### src/rtl/ob_xlat_pkg.sv
package ob_xlat_pkg;
    localparam int ADDR_W_D    = 32;
    localparam int NUM_REG_D   = 32;
    localparam int MIN_SHIFT_D = 20;
    localparam int SIZE_W_D    = 2;

    typedef enum logic [1:0] {
        KIND_CTRL   = 2'd0,
        KIND_LOBASE = 2'd1,
        KIND_HIBASE = 2'd2,
        KIND_NONE   = 2'd3
    } cfg_kind_e;
endpackage

### src/rtl/ob_xlat_cfg.sv
module ob_xlat_cfg
    import ob_xlat_pkg::*;
#(
    parameter int ADDR_W    = ADDR_W_D,
    parameter int NUM_REG   = NUM_REG_D,
    parameter int MIN_SHIFT = MIN_SHIFT_D,
    parameter int SIZE_W    = SIZE_W_D,
    localparam int IDX_W    = $clog2(NUM_REG),
    localparam int BASE_W   = ADDR_W - MIN_SHIFT
) (
    input  logic                             clk,
    input  logic                             rst_n,
    input  logic                             cfg_we,
    input  logic [IDX_W+1:0]                 cfg_sel,
    input  logic [ADDR_W-1:0]                cfg_wdata,
    output logic                             xlat_on,
    output logic [SIZE_W-1:0]                size_code,
    output logic [NUM_REG-1:0]               reg_en,
    output logic [NUM_REG-1:0][BASE_W-1:0]   reg_base,
    output logic [NUM_REG-1:0][ADDR_W-1:0]   reg_hi
);
    cfg_kind_e        kind;
    logic [IDX_W-1:0] widx;

    assign kind = cfg_kind_e'(cfg_sel[IDX_W+1:IDX_W]);
    assign widx = cfg_sel[IDX_W-1:0];

    always_ff @(posedge clk) begin
        if (!rst_n) begin
            xlat_on   <= 1'b0;
            size_code <= '0;
        end else if (cfg_we && kind == KIND_CTRL) begin
            xlat_on   <= cfg_wdata[0];
            size_code <= cfg_wdata[4 +: SIZE_W];
        end
    end

    for (genvar g = 0; g < NUM_REG; g++) begin : g_region
        always_ff @(posedge clk) begin
            if (!rst_n) begin
                reg_en[g]   <= 1'b0;
                reg_base[g] <= '0;
                reg_hi[g]   <= '0;
            end else if (cfg_we && widx == IDX_W'(g)) begin
                unique case (kind)
                    KIND_LOBASE: begin
                        reg_en[g]   <= cfg_wdata[0];
                        reg_base[g] <= cfg_wdata[ADDR_W-1:MIN_SHIFT];
                    end
                    KIND_HIBASE: reg_hi[g] <= cfg_wdata;
                    KIND_CTRL, KIND_NONE: ;
                endcase
            end
        end
    end
endmodule

### src/rtl/ob_xlat_map.sv
module ob_xlat_map
#(
    parameter int          ADDR_W    = 32,
    parameter int          NUM_REG   = 32,
    parameter int          MIN_SHIFT = 20,
    parameter int          SIZE_W    = 2,
    parameter int          WIN_LSB   = 28,
    parameter logic [31:0] WIN_BASE  = 32'h6000_0000,
    localparam int IDX_W  = $clog2(NUM_REG),
    localparam int BASE_W = ADDR_W - MIN_SHIFT,
    localparam int XADDR_W = 2 * ADDR_W
) (
    input  logic [ADDR_W-1:0]                in_addr,
    input  logic                             xlat_on,
    input  logic [SIZE_W-1:0]                size_code,
    input  logic [NUM_REG-1:0]               reg_en,
    input  logic [NUM_REG-1:0][BASE_W-1:0]   reg_base,
    input  logic [NUM_REG-1:0][ADDR_W-1:0]   reg_hi,
    output logic [XADDR_W-1:0]               nxt_addr,
    output logic                             nxt_hit,
    output logic                             nxt_err
);
    logic [7:0]        shift;
    logic [IDX_W-1:0]  idx;
    logic              in_win;
    logic [ADDR_W-1:0] keep_mask;
    logic [ADDR_W-1:0] base_full;
    logic [ADDR_W-1:0] low_word;

    always_comb begin
        shift     = 8'(MIN_SHIFT) + 8'(size_code);
        idx       = IDX_W'(in_addr >> shift);
        in_win    = in_addr[ADDR_W-1:WIN_LSB] == WIN_BASE[ADDR_W-1:WIN_LSB];
        keep_mask = {ADDR_W{1'b1}} << shift;
        base_full = {reg_base[idx], {MIN_SHIFT{1'b0}}};
        low_word  = (base_full & keep_mask) | (in_addr & ~keep_mask);

        nxt_hit  = 1'b0;
        nxt_err  = 1'b0;
        nxt_addr = {{ADDR_W{1'b0}}, in_addr};
        if (xlat_on && in_win) begin
            if (reg_en[idx]) begin
                nxt_hit  = 1'b1;
                nxt_addr = {reg_hi[idx], low_word};
            end else begin
                nxt_err  = 1'b1;
            end
        end
    end
endmodule

### src/rtl/ob_xlat.sv
module ob_xlat
    import ob_xlat_pkg::*;
#(
    parameter int          ADDR_W    = ADDR_W_D,
    parameter int          NUM_REG   = NUM_REG_D,
    parameter int          MIN_SHIFT = MIN_SHIFT_D,
    parameter int          SIZE_W    = SIZE_W_D,
    parameter logic [31:0] WIN_BASE  = 32'h6000_0000,
    localparam int IDX_W   = $clog2(NUM_REG),
    localparam int BASE_W  = ADDR_W - MIN_SHIFT,
    localparam int XADDR_W = 2 * ADDR_W,
    localparam int WIN_LSB = MIN_SHIFT + IDX_W + (1 << SIZE_W) - 1
) (
    input  logic               clk,
    input  logic               rst_n,
    input  logic               cfg_we,
    input  logic [IDX_W+1:0]   cfg_sel,
    input  logic [ADDR_W-1:0]  cfg_wdata,
    input  logic               in_valid,
    input  logic [ADDR_W-1:0]  in_addr,
    output logic               out_valid,
    output logic [XADDR_W-1:0] out_addr,
    output logic               out_hit,
    output logic               out_err
);
    logic                           xlat_on;
    logic [SIZE_W-1:0]              size_code;
    logic [NUM_REG-1:0]             reg_en;
    logic [NUM_REG-1:0][BASE_W-1:0] reg_base;
    logic [NUM_REG-1:0][ADDR_W-1:0] reg_hi;
    logic [XADDR_W-1:0]             nxt_addr;
    logic                           nxt_hit;
    logic                           nxt_err;

    ob_xlat_cfg #(
        .ADDR_W(ADDR_W), .NUM_REG(NUM_REG),
        .MIN_SHIFT(MIN_SHIFT), .SIZE_W(SIZE_W)
    ) u_cfg (
        .clk(clk), .rst_n(rst_n),
        .cfg_we(cfg_we), .cfg_sel(cfg_sel), .cfg_wdata(cfg_wdata),
        .xlat_on(xlat_on), .size_code(size_code),
        .reg_en(reg_en), .reg_base(reg_base), .reg_hi(reg_hi)
    );

    ob_xlat_map #(
        .ADDR_W(ADDR_W), .NUM_REG(NUM_REG), .MIN_SHIFT(MIN_SHIFT),
        .SIZE_W(SIZE_W), .WIN_LSB(WIN_LSB), .WIN_BASE(WIN_BASE)
    ) u_map (
        .in_addr(in_addr), .xlat_on(xlat_on), .size_code(size_code),
        .reg_en(reg_en), .reg_base(reg_base), .reg_hi(reg_hi),
        .nxt_addr(nxt_addr), .nxt_hit(nxt_hit), .nxt_err(nxt_err)
    );

    always_ff @(posedge clk) begin
        if (!rst_n) begin
            out_valid <= 1'b0;
            out_hit   <= 1'b0;
            out_err   <= 1'b0;
            out_addr  <= '0;
        end else begin
            out_valid <= in_valid;
            out_hit   <= in_valid && nxt_hit;
            out_err   <= in_valid && nxt_err;
            if (in_valid) begin
                out_addr <= nxt_addr;
            end
        end
    end
endmodule

### config.mk
export PLATFORM = sky130hd
export DESIGN_NAME = ob_xlat
export DESIGN_NICKNAME = d
export VERILOG_FILES = /design/src/rtl/ob_xlat_pkg.sv /design/src/rtl/ob_xlat_cfg.sv /design/src/rtl/ob_xlat_map.sv /design/src/rtl/ob_xlat.sv
export SDC_FILE = /design/constraint.sdc
export NUM_CORES = 2
export LEC_CHECK = 0
export BUFFER_PORTS_ARGS = -buffer_cell sky130_fd_sc_hd__buf_2
export CAP_MARGIN = 10
export CORE_ASPECT_RATIO = 1.75
export CORE_MARGIN = 3
export CORE_UTILIZATION = 23
export CTS_CLUSTER_DIAMETER = 40
export DETAILED_ROUTE_END_ITERATION = 16
export PLACE_DENSITY_LB_ADDON = 0.25
export SLEW_MARGIN = 5
export SYNTH_ARGS = -nofsm -noshare
export SYNTH_HDL_FRONTEND = slang
export SYNTH_SLANG_ARGS = --single-unit
### constraint.sdc
create_clock -name clk -period 3.5 [get_ports clk]
set_input_delay 0.35 -clock clk [delete_from_list [all_inputs] [get_ports clk]]
set_output_delay 0.35 -clock clk [all_outputs]
set_load 0.01 [all_outputs]
==> reports/qor.csv <==
stage;metric;value;unit
synthesis;Seq cells post-synth;1510;
grt;gr usage total;0.1793;
synthesis;YS warnings;0;
setup_path;Crit Path Category;register to register;
clock_network;CTS tree;done;
final_layout;share of layout cells above drive strength 1;0.1417;
timing;hold_ws;0.04144;ns
timing;clock skew;0.06599;ns
placement;PortBufs;141;
synthesis;Netlist cell types;52;
timing;Final Hold Vio Count;0;
synthesis;cell taking the most area after synthesis;dfxtp_1;
grt;antenna violations before repair;20;
power;PD cells;516.3;nW/µm²
placement;GPL Wtd Cong;0.8678;
synthesis;most numerous cell in the Yosys netlist;nand2_1;
setup_path;critical-path cell list;mux4_4 -> buf_12 -> mux2i_1 -> buf_4 -> a221oi_1 -> a221oi_1 -> buf_4 -> a31oi_1 -> mux2i_1 -> a21oi_1;
synthesis;number of synthesized flops with an enable pin;0;
timing;Max Slew Vio Count;0;
synthesis;mapped cell area;67820;µm²
hold_path;Hold Crit Class;primary input to register;
timing;Final period util;0.9929;
clock_network;CTS Sinks;1510;
detailed_routing;Post-DRT Antenna Nets;0;
final_layout;area delta synth->final;19.57;%
setup_path;flop-to-flop setup slack;0.02;ns
final_layout;Fill cells;30874;
detailed_routing;Via Count;58012;
clock_network;clock root cell;clkbuf_16;
placement;pre-CTS setup slack;-0.5362;ns
die;die width;416.5;µm
power;total chip power;41.87;mW
setup_path;worst path required time;4.28;ns
setup_path;critical path launch point type;register;
detailed_routing;drt first pass iters;5;
grt;GR Overflow Total;0;
die;Die Outline Area;301700;µm²
setup_path;R2R cell count;10;
timing;Tmin final;3.475;ns
final_layout;Register Area;30230;µm²
power;leakage;25.48;nW
synthesis;syn_area_per_cell;8.363;µm²
setup_path;CP top delay family;compound AO/OA/AOI/OAI gates;
detailed_routing;drt initial violations;4222;
setup_path;Crit path depth;10;
die;I/O pin cnt;142;
setup_path;worst-path fanout max;50;
synthesis;register area share after synthesis;0.4457;
grt;largest net degree at the start of global routing;225;
grt;number of global-route vias before repair;57760;
clock_network;clk slew on worst S/H paths;0.06;ns
setup_path;critical path's slowest cell;mux4_4;
timing;RSZ-0062 raised after global routing;false;
die;Die Ht;724.3;µm
synthesis;Async S/R FF share, synth;0;
setup_path;CP arrival;4.25;ns
setup_path;Bufs and invs on worst path;3;
timing;f_max;287.7;MHz
timing;setup TNS;0;ns
synthesis;ys flop type;dfxtp_1;
setup_path;Setup crit end kind;register;
clock_network;clock latency on the worst-skew pair;0.86;ns
die;CORE AREA;293200;µm²
synthesis;ranking of synthesized cells by area;dfxtp_1 (45%), nand2_1 (19%), a21boi_0 (16%);
detailed_routing;DR vias/cell;4.804;
die;# rows;263;
power;VDD IR-drop max;0.4134;mV
setup_path;slowest stage delay, CP;0.76;ns
run;Max-cap violations;0;
synthesis;Gate Count Post-Synth;8109;
clock_network;number of CTS-inserted buffers;200;
synthesis;Synth top area share;0.4457;
grt;global-route wire length before repair;405100;µm
timing;normalized max-slew margin;0.2360;
timing;worst-margin pin slew;1.146;ns
synthesis;Synth top cells by count;nand2_1 (3,366), dfxtp_1 (1,510), a21boi_0 (1,440);
die;starting density of the core;0.2313;
detailed_routing;final WL;279300;µm
clock_network;H-tree depth;4;
final_layout;nets;8152;
clock_network;buffer levels on the longest clock path;4;
hold_path;Hold Path Depth;3;
synthesis;syn nets;8184;
detailed_routing;WL per Instance;23.12;µm
timing;Setup violations, final;0;
placement;DP Wirelength;167400;µm
final_layout;Multi-input gate area;34910;µm²
outcome;status;completed;
detailed_routing;DRC Markers;0;
timing;Setup WS post-layout;0.02468;ns
## flip-flops by register name, indices dropped and copies added (netlist names)
name / flops
u_cfg.size_code: 2
out_addr: 64
u_cfg.reg_en: 32
u_cfg.reg_base: 384
u_cfg.xlat_on: 1
out_hit: 1
u_cfg.reg_hi: 1024
out_valid: 1
out_err: 1
## stage by stage
step                      instance area (µm²)  utilization  std cells
after global placement                  73600       0.2510      11674
after detailed placement                73600       0.2510      11674
final                                   81090       0.2766      12077
after CTS                               81010       0.2763      12070
after global routing                    81080       0.2765      12075
after floorplan                         67820            -       8109
## repair_timing
action                     in CTS  in global routing
setup endpoints to repair       9                 26
gates resized for setup        13                  6
hold endpoints to repair       49                  0
gates cloned                    0                  0
hold buffers                   41                  0
setup buffers                   0                  2
## tightest hold or removal path: cells and delay by family
family,cells,cell delay [ns]
AO/OA/AOI/OAI,1,0.06
AND/OR/NAND/NOR,1,0.12
buffers and inverters,1,0.30
## layout make-up
type / instances / share of cell area
multi-input combinational: 5836 / 0.4305
sequential: 1510 / 0.3728
clock buffer: 249 / 0.06800
tap: 3842 / 0.05928
timing repair buffer: 526 / 0.05175
clock inverter: 106 / 0.01741
antenna: 5 / 0.0001543
inverter: 3 / 0.0001389
## cell families after synthesis
| kind of cell | count (synthesis) | share of synthesized area |
|---|---|---|
| compound gates | 1814 | 0.1941 |
| flops | 1510 | 0.4457 |
| simple gates | 3642 | 0.2080 |
| mux | 380 | 0.1073 |
| buf+inv | 763 | 0.04485 |
## power by group
part	switching, mW	total (mW)	internal, mW
clock network	8.44	21.7	13.2
registers	0.0336	17.3	17.3
logic	1.95	2.91	0.959
## final timing paths
| check | start | endpoint |
|---|---|---|
| setup / recovery | u_cfg.size_code[0]$_SDFFE_PN0P_ | out_addr[25]$_SDFFE_PN0P_ |
| hold reg to reg | out_addr[22]$_SDFFE_PN0P_ | out_addr[22]$_SDFFE_PN0P_ |
| setup reg to reg | u_cfg.size_code[0]$_SDFFE_PN0P_ | out_addr[25]$_SDFFE_PN0P_ |
| hold / removal | cfg_wdata[27] | u_cfg.reg_base[319]$_SDFFE_PN0P_ |
## cell usage in the layout, fill, tap and decap left out, drive strengths merged, types with 2 or more instances in the layout
master,synthesis,routed
and3,9,9
mux2i,95,95
mux4,275,275
a21oi,140,140
a21boi,1440,1440
clkbuf,661,249
a32o,5,5
dlygate4sd3,0,41
nand3,23,23
nor2b,31,31
clkinv,0,35
and2,60,60
nor3,16,16
mux2,10,10
a211oi,61,61
o21ai,66,66
nand2,3367,3367
dfxtp,1510,1510
a22oi,3,3
o211ai,2,2
nor4,33,33
a311o,3,3
a211o,2,2
a221oi,32,32
a32oi,5,5
a311oi,12,12
a2111oi,3,3
diode,0,5
nand2b,7,7
a31oi,33,33
a22o,2,2
inv,3,27
nor2,92,92
buf,99,485
o2111ai,2,2
bufinv,0,27
clkinvlp,0,20
## metal layers
metal / GRT usage / vias up / wire length [µm]
met5: 0 / - / 129
met4: 0.1148 / 20 / 20430
met3: 0.02683 / 587 / 14440
met2: 0.3151 / 1776 / 137200
met1: 0.2025 / 28688 / 107100
li1: - / 26941 / -
No activity file was read; power rests on OpenSTA's default activity.
